`config.mk`:
```
export PLATFORM = sky130hd
export DESIGN_NAME = soc_pstate_ctrl
export DESIGN_NICKNAME = d
export VERILOG_FILES = /design/src/rtl/soc_pstate_pkg.sv /design/src/rtl/pstate_cluster_sum.sv /design/src/rtl/pstate_wake_timer.sv /design/src/rtl/pstate_seq.sv /design/src/rtl/pstate_dom_out.sv /design/src/rtl/soc_pstate_ctrl.sv
export SDC_FILE = /design/constraint.sdc
export NUM_CORES = 1
export LEC_CHECK = 0
export BUFFER_PORTS_ARGS = -buffer_cell sky130_fd_sc_hd__buf_4
export CORE_AREA = 2 2 142 144
export CTS_CLUSTER_SIZE = 24
export DETAILED_ROUTE_END_ITERATION = 6
export DIE_AREA = 0 0 144 146
export PLACE_DENSITY = 0.49
export SYNTH_ARGS = -nofsm -noshare
export SYNTH_HDL_FRONTEND = slang
export SYNTH_SLANG_ARGS = --single-unit
```
`constraint.sdc`:
```
create_clock -name clk -period 2.7 [get_ports clk]
set_input_delay 0.54 -clock clk [delete_from_list [all_inputs] [get_ports clk]]
set_output_delay 0.54 -clock clk [all_outputs]
set_load 0.01 [all_outputs]
```
`src/rtl/soc_pstate_pkg.sv`:
```
package soc_pstate_pkg;

  typedef enum logic [1:0] {
    SYS_RUN   = 2'b00,
    SYS_SLEEP = 2'b01,
    SYS_DEEP  = 2'b10,
    SYS_OFF   = 2'b11
  } sys_state_e;

  localparam logic [1:0] CL_RUN       = 2'b00;
  localparam logic [1:0] CL_SLEEP_RET = 2'b01;
  localparam logic [1:0] CL_SLEEP     = 2'b10;
  localparam logic [1:0] CL_OFF       = 2'b11;

  typedef enum logic [3:0] {
    PH_RUN    = 4'd0,
    PH_DN_GIC = 4'd1,
    PH_DN_SYS = 4'd2,
    PH_DN_AON = 4'd3,
    PH_SLEEP  = 4'd4,
    PH_DEEP   = 4'd5,
    PH_OFF    = 4'd6,
    PH_UP_SYS = 4'd7,
    PH_UP_GIC = 4'd8,
    PH_UP_REL = 4'd9
  } phase_e;

  typedef struct packed {
    logic any_run;
    logic any_sleep;
    logic all_off;
  } clus_sum_t;

  typedef struct packed {
    logic       sys_en;
    logic       gic_en;
    logic       aon_en;
    logic       dram_ret;
    logic       clus_rel;
    logic       busy;
    sys_state_e state;
  } dom_out_t;

  function automatic logic target_legal(input sys_state_e tgt, input clus_sum_t s);
    logic ok;
    unique case (tgt)
      SYS_RUN:   ok = 1'b1;
      SYS_SLEEP: ok = s.any_sleep && !s.any_run;
      SYS_DEEP:  ok = !s.any_run;
      SYS_OFF:   ok = s.all_off;
      default:   ok = 1'b0;
    endcase
    return ok;
  endfunction

endpackage

```
`src/rtl/pstate_cluster_sum.sv`:
```
module pstate_cluster_sum
  import soc_pstate_pkg::*;
#(
  parameter int N_CLUS = 4
) (
  input  logic [2*N_CLUS-1:0] clus_state,
  output clus_sum_t           sum
);

  logic [N_CLUS-1:0] is_run;
  logic [N_CLUS-1:0] is_sleep;
  logic [N_CLUS-1:0] is_off;

  for (genvar g = 0; g < N_CLUS; g++) begin : g_clus
    logic [1:0] code;
    assign code        = clus_state[2*g +: 2];
    assign is_run[g]   = (code == CL_RUN);
    assign is_sleep[g] = (code == CL_SLEEP_RET) || (code == CL_SLEEP);
    assign is_off[g]   = (code == CL_OFF);
  end

  always_comb begin
    sum.any_run   = |is_run;
    sum.any_sleep = |is_sleep;
    sum.all_off   = &is_off;
  end

endmodule

```
`src/rtl/pstate_wake_timer.sv`:
```
module pstate_wake_timer #(
  parameter int CNT_W  = 64,
  parameter int N_WAKE = 4
) (
  input  logic              clk,
  input  logic              rst_n,
  input  logic              cnt_en,
  input  logic              timer_en,
  input  logic [CNT_W-1:0]  wake_at,
  input  logic [N_WAKE-1:0] aon_wake,
  output logic [CNT_W-1:0]  count,
  output logic              wake_hit
);

  logic [CNT_W-1:0] cnt_q;
  logic [CNT_W-1:0] cnt_d;
  logic             timer_due;
  logic             event_due;

  always_comb begin
    cnt_d = cnt_q;
    if (cnt_en) begin
      cnt_d = cnt_q + CNT_W'(1);
    end
  end

  always_ff @(posedge clk or negedge rst_n) begin
    if (!rst_n) begin
      cnt_q <= '0;
    end else begin
      cnt_q <= cnt_d;
    end
  end

  always_comb begin
    timer_due = timer_en && (cnt_q >= wake_at);
    event_due = |aon_wake;
    wake_hit  = timer_due || event_due;
  end

  assign count = cnt_q;

endmodule

```
`src/rtl/pstate_seq.sv`:
```
module pstate_seq
  import soc_pstate_pkg::*;
#(
  parameter int STEP_CYC = 4
) (
  input  logic       clk,
  input  logic       rst_n,
  input  logic       req_valid,
  input  logic [1:0] req_state,
  input  clus_sum_t  clus_sum,
  input  logic       wake_hit,
  output phase_e     phase_nx,
  output sys_state_e tgt_nx,
  output logic       err
);

  localparam int STEP_W = (STEP_CYC > 1) ? $clog2(STEP_CYC) : 1;
  localparam logic [STEP_W-1:0] STEP_LAST = STEP_W'(STEP_CYC - 1);

  phase_e            phase_q, phase_d;
  sys_state_e        tgt_q, tgt_d;
  logic [STEP_W-1:0] step_q, step_d;
  logic              err_q, err_d;
  logic              step_done;
  logic              in_seq;
  sys_state_e        req_tgt;

  assign req_tgt   = sys_state_e'(req_state);
  assign step_done = (step_q == STEP_LAST);

  always_comb begin
    unique case (phase_q)
      PH_DN_GIC, PH_DN_SYS, PH_DN_AON,
      PH_UP_SYS, PH_UP_GIC, PH_UP_REL: in_seq = 1'b1;
      default:                         in_seq = 1'b0;
    endcase
  end

  always_comb begin
    phase_d = phase_q;
    tgt_d   = tgt_q;
    err_d   = err_q;
    step_d  = '0;
    if (in_seq && !step_done) begin
      step_d = step_q + STEP_W'(1);
    end
    unique case (phase_q)
      PH_RUN: begin
        if (req_valid) begin
          if (!target_legal(req_tgt, clus_sum)) begin
            err_d = 1'b1;
          end else if (req_tgt != SYS_RUN) begin
            tgt_d   = req_tgt;
            phase_d = PH_DN_GIC;
          end
        end
      end
      PH_DN_GIC: if (step_done) phase_d = PH_DN_SYS;
      PH_DN_SYS: if (step_done) phase_d = (tgt_q == SYS_SLEEP) ? PH_SLEEP : PH_DN_AON;
      PH_DN_AON: if (step_done) phase_d = (tgt_q == SYS_DEEP) ? PH_DEEP : PH_OFF;
      PH_SLEEP:  if (wake_hit)  phase_d = PH_UP_SYS;
      PH_UP_SYS: if (step_done) phase_d = PH_UP_GIC;
      PH_UP_GIC: if (step_done) phase_d = PH_UP_REL;
      PH_UP_REL: begin
        if (step_done) begin
          phase_d = PH_RUN;
          tgt_d   = SYS_RUN;
        end
      end
      PH_DEEP, PH_OFF: phase_d = phase_q;
      default: phase_d = PH_RUN;
    endcase
  end

  always_ff @(posedge clk or negedge rst_n) begin
    if (!rst_n) begin
      phase_q <= PH_RUN;
      tgt_q   <= SYS_RUN;
      step_q  <= '0;
      err_q   <= 1'b0;
    end else begin
      phase_q <= phase_d;
      tgt_q   <= tgt_d;
      step_q  <= step_d;
      err_q   <= err_d;
    end
  end

  assign phase_nx = phase_d;
  assign tgt_nx   = tgt_d;
  assign err      = err_q;

endmodule

```
`src/rtl/pstate_dom_out.sv`:
```
module pstate_dom_out
  import soc_pstate_pkg::*;
(
  input  logic       clk,
  input  logic       rst_n,
  input  phase_e     phase_nx,
  input  sys_state_e tgt_nx,
  output dom_out_t   dom
);

  dom_out_t dom_d;
  dom_out_t dom_q;
  logic     deep_tgt;

  assign deep_tgt = (tgt_nx == SYS_DEEP);

  always_comb begin
    dom_d = '0;
    unique case (phase_nx)
      PH_RUN: begin
        dom_d.sys_en = 1'b1; dom_d.gic_en = 1'b1; dom_d.aon_en = 1'b1;
        dom_d.state  = SYS_RUN;
      end
      PH_DN_GIC: begin
        dom_d.sys_en = 1'b1; dom_d.aon_en = 1'b1; dom_d.dram_ret = deep_tgt;
        dom_d.busy   = 1'b1; dom_d.state  = SYS_RUN;
      end
      PH_DN_SYS: begin
        dom_d.aon_en = 1'b1; dom_d.dram_ret = deep_tgt;
        dom_d.busy   = 1'b1; dom_d.state    = SYS_RUN;
      end
      PH_DN_AON: begin
        dom_d.dram_ret = deep_tgt; dom_d.busy = 1'b1; dom_d.state = SYS_RUN;
      end
      PH_SLEEP: begin
        dom_d.aon_en = 1'b1; dom_d.state = SYS_SLEEP;
      end
      PH_DEEP: begin
        dom_d.dram_ret = 1'b1; dom_d.state = SYS_DEEP;
      end
      PH_OFF: begin
        dom_d.state = SYS_OFF;
      end
      PH_UP_SYS: begin
        dom_d.sys_en = 1'b1; dom_d.aon_en = 1'b1;
        dom_d.busy   = 1'b1; dom_d.state  = SYS_SLEEP;
      end
      PH_UP_GIC: begin
        dom_d.sys_en = 1'b1; dom_d.gic_en = 1'b1; dom_d.aon_en = 1'b1;
        dom_d.busy   = 1'b1; dom_d.state  = SYS_SLEEP;
      end
      PH_UP_REL: begin
        dom_d.sys_en   = 1'b1; dom_d.gic_en = 1'b1; dom_d.aon_en = 1'b1;
        dom_d.clus_rel = 1'b1; dom_d.busy   = 1'b1; dom_d.state  = SYS_SLEEP;
      end
      default: begin
        dom_d.sys_en = 1'b1; dom_d.gic_en = 1'b1; dom_d.aon_en = 1'b1;
        dom_d.state  = SYS_RUN;
      end
    endcase
  end

  always_ff @(posedge clk or negedge rst_n) begin
    if (!rst_n) begin
      dom_q.sys_en   <= 1'b1;
      dom_q.gic_en   <= 1'b1;
      dom_q.aon_en   <= 1'b1;
      dom_q.dram_ret <= 1'b0;
      dom_q.clus_rel <= 1'b0;
      dom_q.busy     <= 1'b0;
      dom_q.state    <= SYS_RUN;
    end else begin
      dom_q <= dom_d;
    end
  end

  assign dom = dom_q;

endmodule

```
`src/rtl/soc_pstate_ctrl.sv`:
```
module soc_pstate_ctrl
  import soc_pstate_pkg::*;
#(
  parameter int N_CLUS   = 4,
  parameter int N_WAKE   = 4,
  parameter int CNT_W    = 64,
  parameter int STEP_CYC = 4
) (
  input  logic                clk,
  input  logic                rst_n,
  input  logic [2*N_CLUS-1:0] clus_state,
  input  logic                req_valid,
  input  logic [1:0]          req_state,
  input  logic                timer_en,
  input  logic [CNT_W-1:0]    wake_at,
  input  logic [N_WAKE-1:0]   aon_wake,
  output logic [CNT_W-1:0]    sys_count,
  output logic                sys_pwr_en,
  output logic                gic_pwr_en,
  output logic                aon_pwr_en,
  output logic                dram_ret_req,
  output logic                clus_wake_rel,
  output logic                busy,
  output logic [1:0]          sys_state,
  output logic                req_err
);

  logic [1:0] rst_pipe;
  logic       rst_sync_n;
  clus_sum_t  clus_sum;
  logic       wake_hit;
  phase_e     phase_nx;
  sys_state_e tgt_nx;
  dom_out_t   dom;

  always_ff @(posedge clk or negedge rst_n) begin
    if (!rst_n) begin
      rst_pipe <= 2'b00;
    end else begin
      rst_pipe <= {rst_pipe[0], 1'b1};
    end
  end
  assign rst_sync_n = rst_pipe[1];

  pstate_cluster_sum #(.N_CLUS(N_CLUS)) u_sum (
    .clus_state (clus_state),
    .sum        (clus_sum)
  );

  pstate_wake_timer #(.CNT_W(CNT_W), .N_WAKE(N_WAKE)) u_timer (
    .clk      (clk),
    .rst_n    (rst_sync_n),
    .cnt_en   (dom.aon_en),
    .timer_en (timer_en),
    .wake_at  (wake_at),
    .aon_wake (aon_wake),
    .count    (sys_count),
    .wake_hit (wake_hit)
  );

  pstate_seq #(.STEP_CYC(STEP_CYC)) u_seq (
    .clk       (clk),
    .rst_n     (rst_sync_n),
    .req_valid (req_valid),
    .req_state (req_state),
    .clus_sum  (clus_sum),
    .wake_hit  (wake_hit),
    .phase_nx  (phase_nx),
    .tgt_nx    (tgt_nx),
    .err       (req_err)
  );

  pstate_dom_out u_dom (
    .clk      (clk),
    .rst_n    (rst_sync_n),
    .phase_nx (phase_nx),
    .tgt_nx   (tgt_nx),
    .dom      (dom)
  );

  assign sys_pwr_en    = dom.sys_en;
  assign gic_pwr_en    = dom.gic_en;
  assign aon_pwr_en    = dom.aon_en;
  assign dram_ret_req  = dom.dram_ret;
  assign clus_wake_rel = dom.clus_rel;
  assign busy          = dom.busy;
  assign sys_state     = dom.state;

endmodule

```
# Word level (Yosys, flattened, before mapping)
# Index checks and enable logic that the tools add are counted.
dict set report word_totals {
  regBits 83
  latch_bits 0
  mem_bits_rw 0
  rom_bits 0
  inputBits 82
  output_inout_bits 73
  word_cells 114
  memories 0
}
dict set report op_classes {
  addsub 2
  multipliers 0
  div 0
  n_lt_le_gt_ge 1
  eq_ne 37
  shift 0
  muxes 30
  bitwise_logic 1
  reduce_logical 30
}
# cell count
set ops {}
lappend ops {{$add A64 B1 Y64 const B} 1}
lappend ops {{$ge A64 B64 Y1} 1}
lappend ops {{$mux W4} 10}
lappend ops {{$pmux W4 S9} 1}
lappend ops {{$eq A4 B3 Y1 const B} 8}
lappend ops {{$eq A2 B2 Y1 const B} 13}
lappend ops {{$eq A4 B2 Y1 const B} 4}
lappend ops {{$eq A4 B4 Y1 const B} 4}
lappend ops {{$reduce_or A4 Y1} 4}
lappend ops {{$eq A2 B1 Y1 const B} 6}
lappend ops {{$mux W2} 6}
lappend ops {{$reduce_or A6 Y1} 2}
lappend ops {{$logic_not A2 Y1} 5}
lappend ops {{$eq A4 B1 Y1 const B} 2}
lappend ops {{$mux W1} 8}
lappend ops {{$reduce_or A7 Y1} 1}
lappend ops {{$pmux W2 S3} 1}
lappend ops {{$reduce_or A3 Y1} 2}
lappend ops {{$logic_or A1 B1 Y1} 5}
lappend ops {{$reduce_or A5 Y1} 1}
lappend ops {{$logic_not A4 Y1} 1}
lappend ops {{$pmux W1 S4} 1}
lappend ops {{$pmux W2 S2} 1}
lappend ops {{$reduce_and A4 Y1} 1}
lappend ops {{other kinds (9)} 12}

# Depth between registers and ports, before layout
# Gate-level depths: netlist (run 1).
dict set report logic_depth {
  word_depth 13
  ltp_mapped 9
  depth_no_buf 9
}

# Hierarchy
# A second synthesis (run 1) with hierarchy kept.
dict set report unflattened {
  cells_unflattened 609
  hier_area_um2 5724.2
}
# module n_inst cells_per_inst area_each_um2 seq_area_each_um2
set by_module_without_submodules {}
lappend by_module_without_submodules {pstate_wake_timer 1 483 4496.8 1601.5}
lappend by_module_without_submodules {pstate_seq 1 71 624.3 225.2}
lappend by_module_without_submodules {pstate_dom_out 1 33 395.4 203.9}
lappend by_module_without_submodules {pstate_cluster_sum 1 19 153.9 0.0}
lappend by_module_without_submodules {soc_pstate_ctrl 1 3 53.8 50.0}

# Worst setup path after synthesis (run 1)
# OpenSTA, ideal clock, no wires.
dict set report synth_path {
  path_type {input to register}
  from {input wake_at[9]}
  to {register u_dom.dom_q, in the netlist u_dom.dom[4]}
  setup_time_ps 94
  t_arrival_ps 2278
  required_ps 2606
  path_slack_ps 328
  stages 9
  path_buffers 0
  cell_sequence {inv_1 ha_1 a21o_1 a221o_1 a221oi_4 o21ai_2 a311oi_2 a21oi_2 a221oi_2}
}
# element line_no
set synth_lines {}
lappend synth_lines {{start, declared} soc_pstate_ctrl.sv:15} ;# input logic [CNT_W-1:0] wake_at,
lappend synth_lines {{end signal, assigned} pstate_dom_out.sv:73} ;# dom_q <= dom_d;
lappend synth_lines {{end, declared} pstate_dom_out.sv:12} ;# dom_out_t dom_q;

==> impl_summary.log, run 1 <==
INFO  metric post_route_worst_setup_slack = around 0.17 ns
INFO  metric crit_path_top_delay_cell = sky130_fd_sc_hd__dfrtp_1
INFO  metric hold_class = reg -> async
INFO  metric numCtsBuffers = 9
INFO  metric pre_cts_slack = -0.1925 ns
INFO  metric route.detailed.drc = 0
INFO  metric timing.critical_path.slowest_cell_delay = 0.43 ns
INFO  metric core = about 19,000 um^2
INFO  metric synthTopCellsByCount = sky130_fd_sc_hd__inv_1 (84), sky130_fd_sc_hd__dfrtp_1 (80), sky130_fd_sc_hd__ha_1 (74)
INFO  metric switchingPower = slightly below 0.001 W
INFO  metric grt_pass1_vias = roughly 5,000
INFO  metric critical_path_arrival = ~2.7 ns
INFO  metric rr_startpoint = u_timer.count[30]
INFO  metric share_comb_of_total_power = roughly a fifth
INFO  metric grt_max_degree = 82
INFO  metric die_height = between 100 and 150 um
INFO  metric synth.area.top_cells = sky130_fd_sc_hd__dfrtp_1 (35%), sky130_fd_sc_hd__ha_1 (16%), sky130_fd_sc_hd__xnor2_1 (8.1%), sky130_fd_sc_hd__inv_1 (5.5%), sky130_fd_sc_hd__nand2_1 (3.0%)
INFO  metric timing.critical_path.from = u_timer.count[30]
INFO  metric cap_viol_max_count = 0
INFO  metric tightestPinTransition = between 0.5 and 0.6 ns
INFO  metric power_switching_share = roughly 29%
INFO  metric grt_first_pass_wirelength = around 25,000 um
INFO  metric wire_per_inst = about 15 um
INFO  metric final-max-slew-violation-count = 0
INFO  metric synth_enable_flop_cells = 0
INFO  metric boundaryPins = around 160
INFO  metric synthFlopType = sky130_fd_sc_hd__dfrtp_1
INFO  metric cpMostUsedCell = sky130_fd_sc_hd__buf_4
INFO  metric synth_sequential_area_ratio = 36.33%
INFO  metric die_area = between 20,000 and 25,000 um^2
INFO  metric grt_setup_unrepaired = false
INFO  metric post_synth_arst_share = 100.0%
INFO  metric power.density = 431.7 nW/um^2
INFO  metric clk_pin_slew = about 0.060 ns
INFO  metric syn-mean-instance-area = 9.595 um^2
INFO  metric report.final.setup_viol = 0
INFO  metric yosys_warnings = 0
INFO  metric clock-root-buffer = sky130_fd_sc_hd__clkbuf_16
INFO  metric timing.setup.critical_path_class = reg -> reg
INFO  metric timing.final.crit_period = approximately 2.5 ns
INFO  metric synthesis.area = roughly 5700 um^2
INFO  metric vias_per_cell = ~4.7
INFO  metric power.internal = roughly 0.0023 W
INFO  metric place.gp.congestion = around 0.81
INFO  metric synth_most_common_cell = sky130_fd_sc_hd__inv_1
INFO  metric detail-route-antenna-nets = 0
INFO  metric detail_route.first_pass.iterations = 4
INFO  metric clock_tree.buffer_depth = 2
INFO  metric synth_fp_nets = roughly 750
INFO  metric timing_hold_violations_final = 0
INFO  metric insertedDiodeCount = 0
INFO  metric postSynthCellCount = 597
INFO  metric dp_hpwl = 12,200 um
INFO  metric drt_wl_total = 15,340 um
INFO  metric cts_tree = built
INFO  metric globalRouteOverflowTotal = 0
INFO  metric clock_sinks = 83
INFO  metric layout-area-overhead-vs-synth = 33.64%
INFO  metric drive_gt1_share = slightly below 30%
INFO  metric first_iter_violations = 140
INFO  metric worstPathCellList = ha_1, and4_1, a221oi_2, buf_4, o22ai_1, a211oi_1, buf_4, a21o_1, o211ai_1
INFO  metric reg2reg_slack = between 0.15 and 0.2 ns
INFO  metric design_power = 0.003304 W
INFO  metric die_w = between 100 and 150 um
INFO  metric worstRegToRegCells = 9
INFO  metric power.clock.fraction = between 30% and 40%
INFO  metric outcome = completed
INFO  metric io_buffer_count = about 150
INFO  metric htree_num_levels = 3
INFO  metric timing.clock.skew = between 0.007 and 0.008 ns
INFO  metric achievable-frequency = between 300 and 400 MHz
INFO  metric floorplan.initialDensity = 29.63%
INFO  metric slew_headroom = about 62%
INFO  metric ir_worst_vdd = ~0.29 mV
INFO  metric ys_seq_elements = 83
INFO  metric power.leakage = roughly 4.1 nW
INFO  metric insertion_delay = about 0.35 ns
INFO  metric power_frac_seq = between 40% and 50%
INFO  metric final_net_count = 936
INFO  metric cp_max_fo = 5
INFO  metric fp-row-count = 51
INFO  metric synth_top_area_cell = sky130_fd_sc_hd__dfrtp_1
INFO  metric netlist-cell-type-count = 64
INFO  metric reg2reg_to = u_dom.dom[2]
INFO  metric antenna_found_initial = 0
INFO  metric netlist.area_leader.share = between 30% and 40%
INFO  metric critical_path.startpoint_type = flop
INFO  metric post-route-period-util = about 94%
INFO  metric endpoint_kind = flop
INFO  metric globalRouteTotalUtil = 15.14%
INFO  metric cp_data_required_time = a little under 3 ns
INFO  metric vias = between 4,000 and 5,000
kinds of logic (layout without fill, tap and decap cells):
kind of cell | count (synthesis) | in the layout | share of synthesized area (%)
adders and majority gates | 74 | 74 | 16.16
buffers and inverters | 94 | 282 | 6.640
muxes | 2 | 2 | 0.3932
xor gates and xnor gates | 65 | 65 | 9.939
other | 1 | 1 | 0.06547
AOI/OAI and AO/OA | 82 | 82 | 10.24
DFF | 83 | 83 | 36.33
and+or+nand+nor | 196 | 196 | 20.23
per-layer routing:
| layer | vias to the layer above | GRT usage (%) | wire (um) |
|---|---|---|---|
| met5 | - | 0 | 0 |
| met4 | 0 | 5.343 | 295 |
| met3 | 18 | 3.356 | 634 |
| met2 | 100 | 25.29 | 7577 |
| met1 | 2375 | 19.16 | 6831 |
| li1 | 2438 | - | - |
what timing repair did:
| item | in CTS | in global routing |
|---|---|---|
| gates resized for setup | 0 | 2 |
| buffers inserted | 0 | 0 |
| endpoints found under the setup margin | 0 | 5 |
| hold buffers | 1 | 0 |
| hold endpoints to repair | 2 | 0 |
critical path: cells and delay by family (launching register included):
kind,cells,cell delay (ns)
adders and majority gates,1,0.34
buffers and inverters,2,0.34
AOI/OAI and AO/OA,5,1.03
and+or+nand+nor,1,0.23
DFF,1,0.43
metrics by stage:
step	std cells	setup TNS, ns	util [%]	area, um^2	hold slack, ns
floorplan	597	0	-	5728	0.2444
global placement	1033	-0.6497	38.12	7370	0.3229
detailed placement	1033	-0.7128	38.12	7370	0.3249
CTS	1050	0	39.53	7642	0.3731
global route	1050	0	39.59	7655	0.3770
finish	1050	0	39.59	7655	0.3158
power by group through the flow:
stage	Sequential, W	Combinational [W]	Clock (W)
global placement	0.00149	0.000685	0
detailed placement	0.00150	0.000715	0
global route	0.00149	0.000799	0.00121
CTS	0.00147	0.000720	0.00117
finish	0.00147	0.000705	0.00113
floorplan	0.00151	0.000347	0
cell usage in the layout (no fill, tap or decap), types with 9 or more instances in the layout:
master / count
sky130_fd_sc_hd__buf_4: 180
sky130_fd_sc_hd__inv_1: 84
sky130_fd_sc_hd__dfrtp_1: 79
sky130_fd_sc_hd__ha_1: 74
sky130_fd_sc_hd__xnor2_1: 53
sky130_fd_sc_hd__nand2_1: 46
sky130_fd_sc_hd__a21oi_1: 28
sky130_fd_sc_hd__nand3_1: 28
sky130_fd_sc_hd__nand4_1: 25
sky130_fd_sc_hd__nor2_1: 25
sky130_fd_sc_hd__and3_1: 16
sky130_fd_sc_hd__o21ai_0: 14
sky130_fd_sc_hd__xor2_1: 12
sky130_fd_sc_hd__clkbuf_16: 9
layout make-up:
class	instances	area, um^2
Fill cell	1942	11680
Multi-Input combinational cell	420	3279
Sequential cell	83	2085
Timing Repair Buffer	182	1381
Tap cell	265	331.6
Inverter	84	315.3
Clock buffer	11	232.7
Clock inverter	5	30.03
state kept, by name (all words and copies together), names as in the netlist:
name / cells
u_timer.count: 64
u_dom.dom: 8
u_seq.phase_q: 4
rst_pipe: 2
u_seq.step_q: 2
u_seq.tgt_q: 2
u_seq.err: 1
worst max path at each step:
stage / endpoint / slack, ns
after floorplan: u_dom.dom[0] / 0.22
after CTS: u_dom.dom[2] / 0.006
after global placement: u_dom.dom[2] / -0.16
after global routing: u_dom.dom[2] / 0.006
final: u_dom.dom[2] / 0.17
after detailed placement: u_dom.dom[2] / -0.19
Note: power is estimated with default switching activity, not from simulation.
==> run 2, diff against run 1 <==
PLACE_DENSITY = 0.47   (was 0.49)
clock period = 2.9 ns   (was 2.7 ns; I/O delays follow)
==> impl_summary.log, run 2 (synthesis results as in run 1) <==
INFO  metric outcome = completed (unchanged)
INFO  metric cp_data_required_time = 3.15 ns (was 2.90 ns)
INFO  metric floorplan.initialDensity = 29.63% (unchanged)
INFO  metric pre_cts_slack = 0.1092 ns (was -0.1925 ns)
INFO  metric endpoint_kind = flop (unchanged)
INFO  metric insertion_delay = 0.34 ns (was 0.35 ns)
INFO  metric drive_gt1_share = 27.32% (was 29.43%)
INFO  metric tightestPinTransition = 1.089 ns (was 0.5619 ns)
INFO  metric final_cell_mix = sky130_fd_sc_hd__buf_4 (161), sky130_fd_sc_hd__inv_1 (84), sky130_fd_sc_hd__dfrtp_1 (79), sky130_fd_sc_hd__ha_1 (74), sky130_fd_sc_hd__xnor2_1 (53) (was sky130_fd_sc_hd__buf_4 (180), sky130_fd_sc_hd__inv_1 (84), sky130_fd_sc_hd__dfrtp_1 (79), sky130_fd_sc_hd__ha_1 (74), sky130_fd_sc_hd__xnor2_1 (53))
INFO  metric largest_reg_flops = 64 (unchanged)
INFO  metric place.gp.congestion = 0.7823 (was 0.8050)
INFO  metric layout-area-overhead-vs-synth = 31.39% (was 33.64%)
INFO  metric first_iter_violations = 192 (was 140)
INFO  metric vias = 4,850 (was 4,931)
INFO  metric boundaryPins = 155 (unchanged)
INFO  metric clock_sinks = 83 (unchanged)
INFO  metric htree_num_levels = 3 (unchanged)
INFO  metric timing_hold_violations_final = 0 (unchanged)
INFO  metric final-max-slew-violation-count = 0 (unchanged)
INFO  metric reg2reg_to = u_dom.dom[4] (was u_dom.dom[2])
INFO  metric num-fill-cells = 1,966 (was 1,942)
INFO  metric antenna_found_initial = 0 (unchanged)
INFO  metric globalRouteTotalUtil = 14.67% (was 15.14%)
INFO  metric critical_path_arrival = 2.89 ns (was 2.72 ns)
INFO  metric achievable-frequency = 378.8 MHz (was 396.0 MHz)
INFO  metric cp_max_fo = 5 (unchanged)
INFO  metric cts_tree = built (unchanged)
INFO  metric globalRouteOverflowTotal = 0 (unchanged)
INFO  metric final_net_count = 916 (was 936)
INFO  metric grt_pass1_vias = 4,966 (was 5,045)
INFO  metric route.detailed.drc = 0 (unchanged)
INFO  metric numCtsBuffers = 9 (unchanged)
INFO  metric timing.critical_path.from = u_timer.count[61] (was u_timer.count[30])
INFO  metric most_common_library_cell_in_the_layout_ignoring_fill_and_taps = sky130_fd_sc_hd__buf_4 (unchanged)
INFO  metric setup_tns = 0 ns (unchanged)
INFO  metric fp-row-count = 51 (unchanged)
INFO  metric die_area = 21,020 um^2 (unchanged)
INFO  metric grt_first_pass_wirelength = 24,720 um (was 25,210 um)
INFO  metric share_comb_of_total_power = 19.1% (was 21.3%)
INFO  metric insertedDiodeCount = 0 (unchanged)
INFO  metric power_switching_share = 27.24% (was 29.14%)
INFO  metric post-route-period-util = 91.03% (was 93.53%)
INFO  metric ir_worst_vdd = 0.2753 mV (was 0.2859 mV)
INFO  metric critical_path.startpoint_type = flop (unchanged)
INFO  metric vias_per_cell = 4.709 (was 4.696)
INFO  metric power.clock.fraction = 37.2% (was 34.1%)
INFO  metric timing.final.crit_period = 2.640 ns (was 2.525 ns)
INFO  metric grt_setup_unrepaired = false (unchanged)
INFO  metric power.internal = 0.002328 W (was 0.002341 W)
INFO  metric timing.setup.critical_path_class = reg -> reg (unchanged)
INFO  metric power_frac_seq = 43.7% (was 44.6%)
INFO  metric wire_per_inst = 14.50 um (was 14.61 um)
INFO  metric detail_route.first_pass.iterations = 4 (unchanged)
INFO  metric timing.clock.skew = 0.006836 ns (was 0.007635 ns)
INFO  metric worstRegToRegCells = 10 (was 9)
INFO  metric clk_pin_slew = 0.06 ns (about the same)
INFO  metric grt_max_degree = 82 (unchanged)
INFO  metric power.leakage = 3.993 nW (was 4.082 nW)
INFO  metric clock-root-buffer = sky130_fd_sc_hd__clkbuf_16 (unchanged)
INFO  metric drt_wl_total = 14,930 um (was 15,340 um)
INFO  metric power.density = 425.1 nW/um^2 (was 431.7 nW/um^2)
INFO  metric detail-route-antenna-nets = 0 (unchanged)
INFO  metric core = 19,330 um^2 (unchanged)
INFO  metric clock_tree.buffer_depth = 2 (unchanged)
INFO  metric reg2reg_slack = 0.26 ns (was 0.17 ns)
INFO  metric crit_end = u_dom.dom[4] (was u_dom.dom[2])
INFO  metric post_cts.resized_instances = 0 (unchanged)
INFO  metric rr_startpoint = u_timer.count[61] (was u_timer.count[30])
INFO  metric die_w = 144 um (unchanged)
INFO  metric slew_headroom = 27.43% (was 62.15%)
INFO  metric die_height = 146 um (unchanged)
INFO  metric report.final.setup_viol = 0 (unchanged)
INFO  metric cap_viol_max_count = 0 (unchanged)
INFO  metric dp_hpwl = 11,820 um (was 12,200 um)
INFO  metric io_buffer_count = 154 (unchanged)
INFO  metric post_route_worst_setup_slack = 0.2600 ns (was 0.1746 ns)
INFO  metric hold_class = reg -> reg (was reg -> async)
INFO  metric switchingPower = 0.0008715 W (was 0.0009628 W)
## run 2: cell types whose count changed in the layout (fill, tap and decap cells not counted)
cell	delta
sky130_fd_sc_hd__buf_4	-19
sky130_fd_sc_hd__clkbuf_8	+3
sky130_fd_sc_hd__a221oi_1	+2
sky130_fd_sc_hd__a221oi_2	-2
sky130_fd_sc_hd__clkinv_2	-2
sky130_fd_sc_hd__clkinvlp_4	-2
sky130_fd_sc_hd__buf_12	-1
sky130_fd_sc_hd__bufinv_16	+1
## run 2: timing repair
action / CTS / global route
setup buffers: 0 / 0
hold buffers: 1 / 0
hold endpoints to repair: 2 / 0
setup endpoints to repair: 0 / 0
## run 2: power groups by stage
stage / Combinational (W) / Clock (W) / Sequential, W
4_1_cts: 0.000621 / 0.00123 / 0.00140
2_1_floorplan: 0.000323 / 0 / 0.00141
5_1_grt: 0.000690 / 0.00128 / 0.00142
6_report: 0.000613 / 0.00119 / 0.00140
3_5_place_dp: 0.000617 / 0 / 0.00142
3_3_place_gp: 0.000593 / 0 / 0.00142
## run 2: worst min path at each step
stage	endpoint	slack, ns	start	cells after the start
floorplan	rst_pipe[0]	0.28	rst_n	0
finish	rst_pipe[1]	0.35	rst_pipe[0]	0
global route	rst_pipe[1]	0.38	rst_pipe[0]	0
detailed placement	rst_pipe[1]	0.35	rst_pipe[0]	0
global placement	rst_pipe[1]	0.34	rst_pipe[0]	0
CTS	rst_pipe[1]	0.36	rst_pipe[0]	0
## run 2: routing by layer
metal  vias up  share of wire, %  track usage (%)
met1      2321                45            19.29
met2       109                49            24.07
met5         -                 0                0
li1       2407                 -                -
met3        13               4.8            3.653
met4         0               1.4            3.676
## run 2: layout make-up
type                            count  area [um^2]  area share (%)
Timing Repair Buffer              162         1219           16.19
Sequential cell                    83         2085           27.70
Multi-Input combinational cell    420         3267           43.41
Inverter                           84        315.3           4.190
Clock buffer                       14        274.0           3.641
Clock inverter                      2        35.03          0.4655
Tap cell                          265        331.6           4.406
## run 2: critical path: stages, from the launching register on
cell	delay, ns
sky130_fd_sc_hd__dfrtp_1	0.44
sky130_fd_sc_hd__ha_1	0.32
sky130_fd_sc_hd__nand4_1	0.18
sky130_fd_sc_hd__nor4_2	0.44
sky130_fd_sc_hd__buf_4	0.20
sky130_fd_sc_hd__nand2_1	0.05
sky130_fd_sc_hd__o22ai_1	0.22
sky130_fd_sc_hd__a211oi_1	0.08
sky130_fd_sc_hd__buf_4	0.16
sky130_fd_sc_hd__a21o_1	0.21
sky130_fd_sc_hd__a221oi_2	0.25
## run 2: through the flow
step	cell area [um^2]	util [%]	hold WS [ns]	total power, W	cells
final	7526	38.92	0.3522	0.003199	1030
after global routing	7526	38.92	0.3803	0.003392	1030
after CTS	7526	38.92	0.3595	0.003255	1030
after detailed placement	7207	37.27	0.3458	0.002041	1013
after global placement	7207	37.27	0.3413	0.002013	1013
after floorplan	5728	-	0.2844	0.001730	597
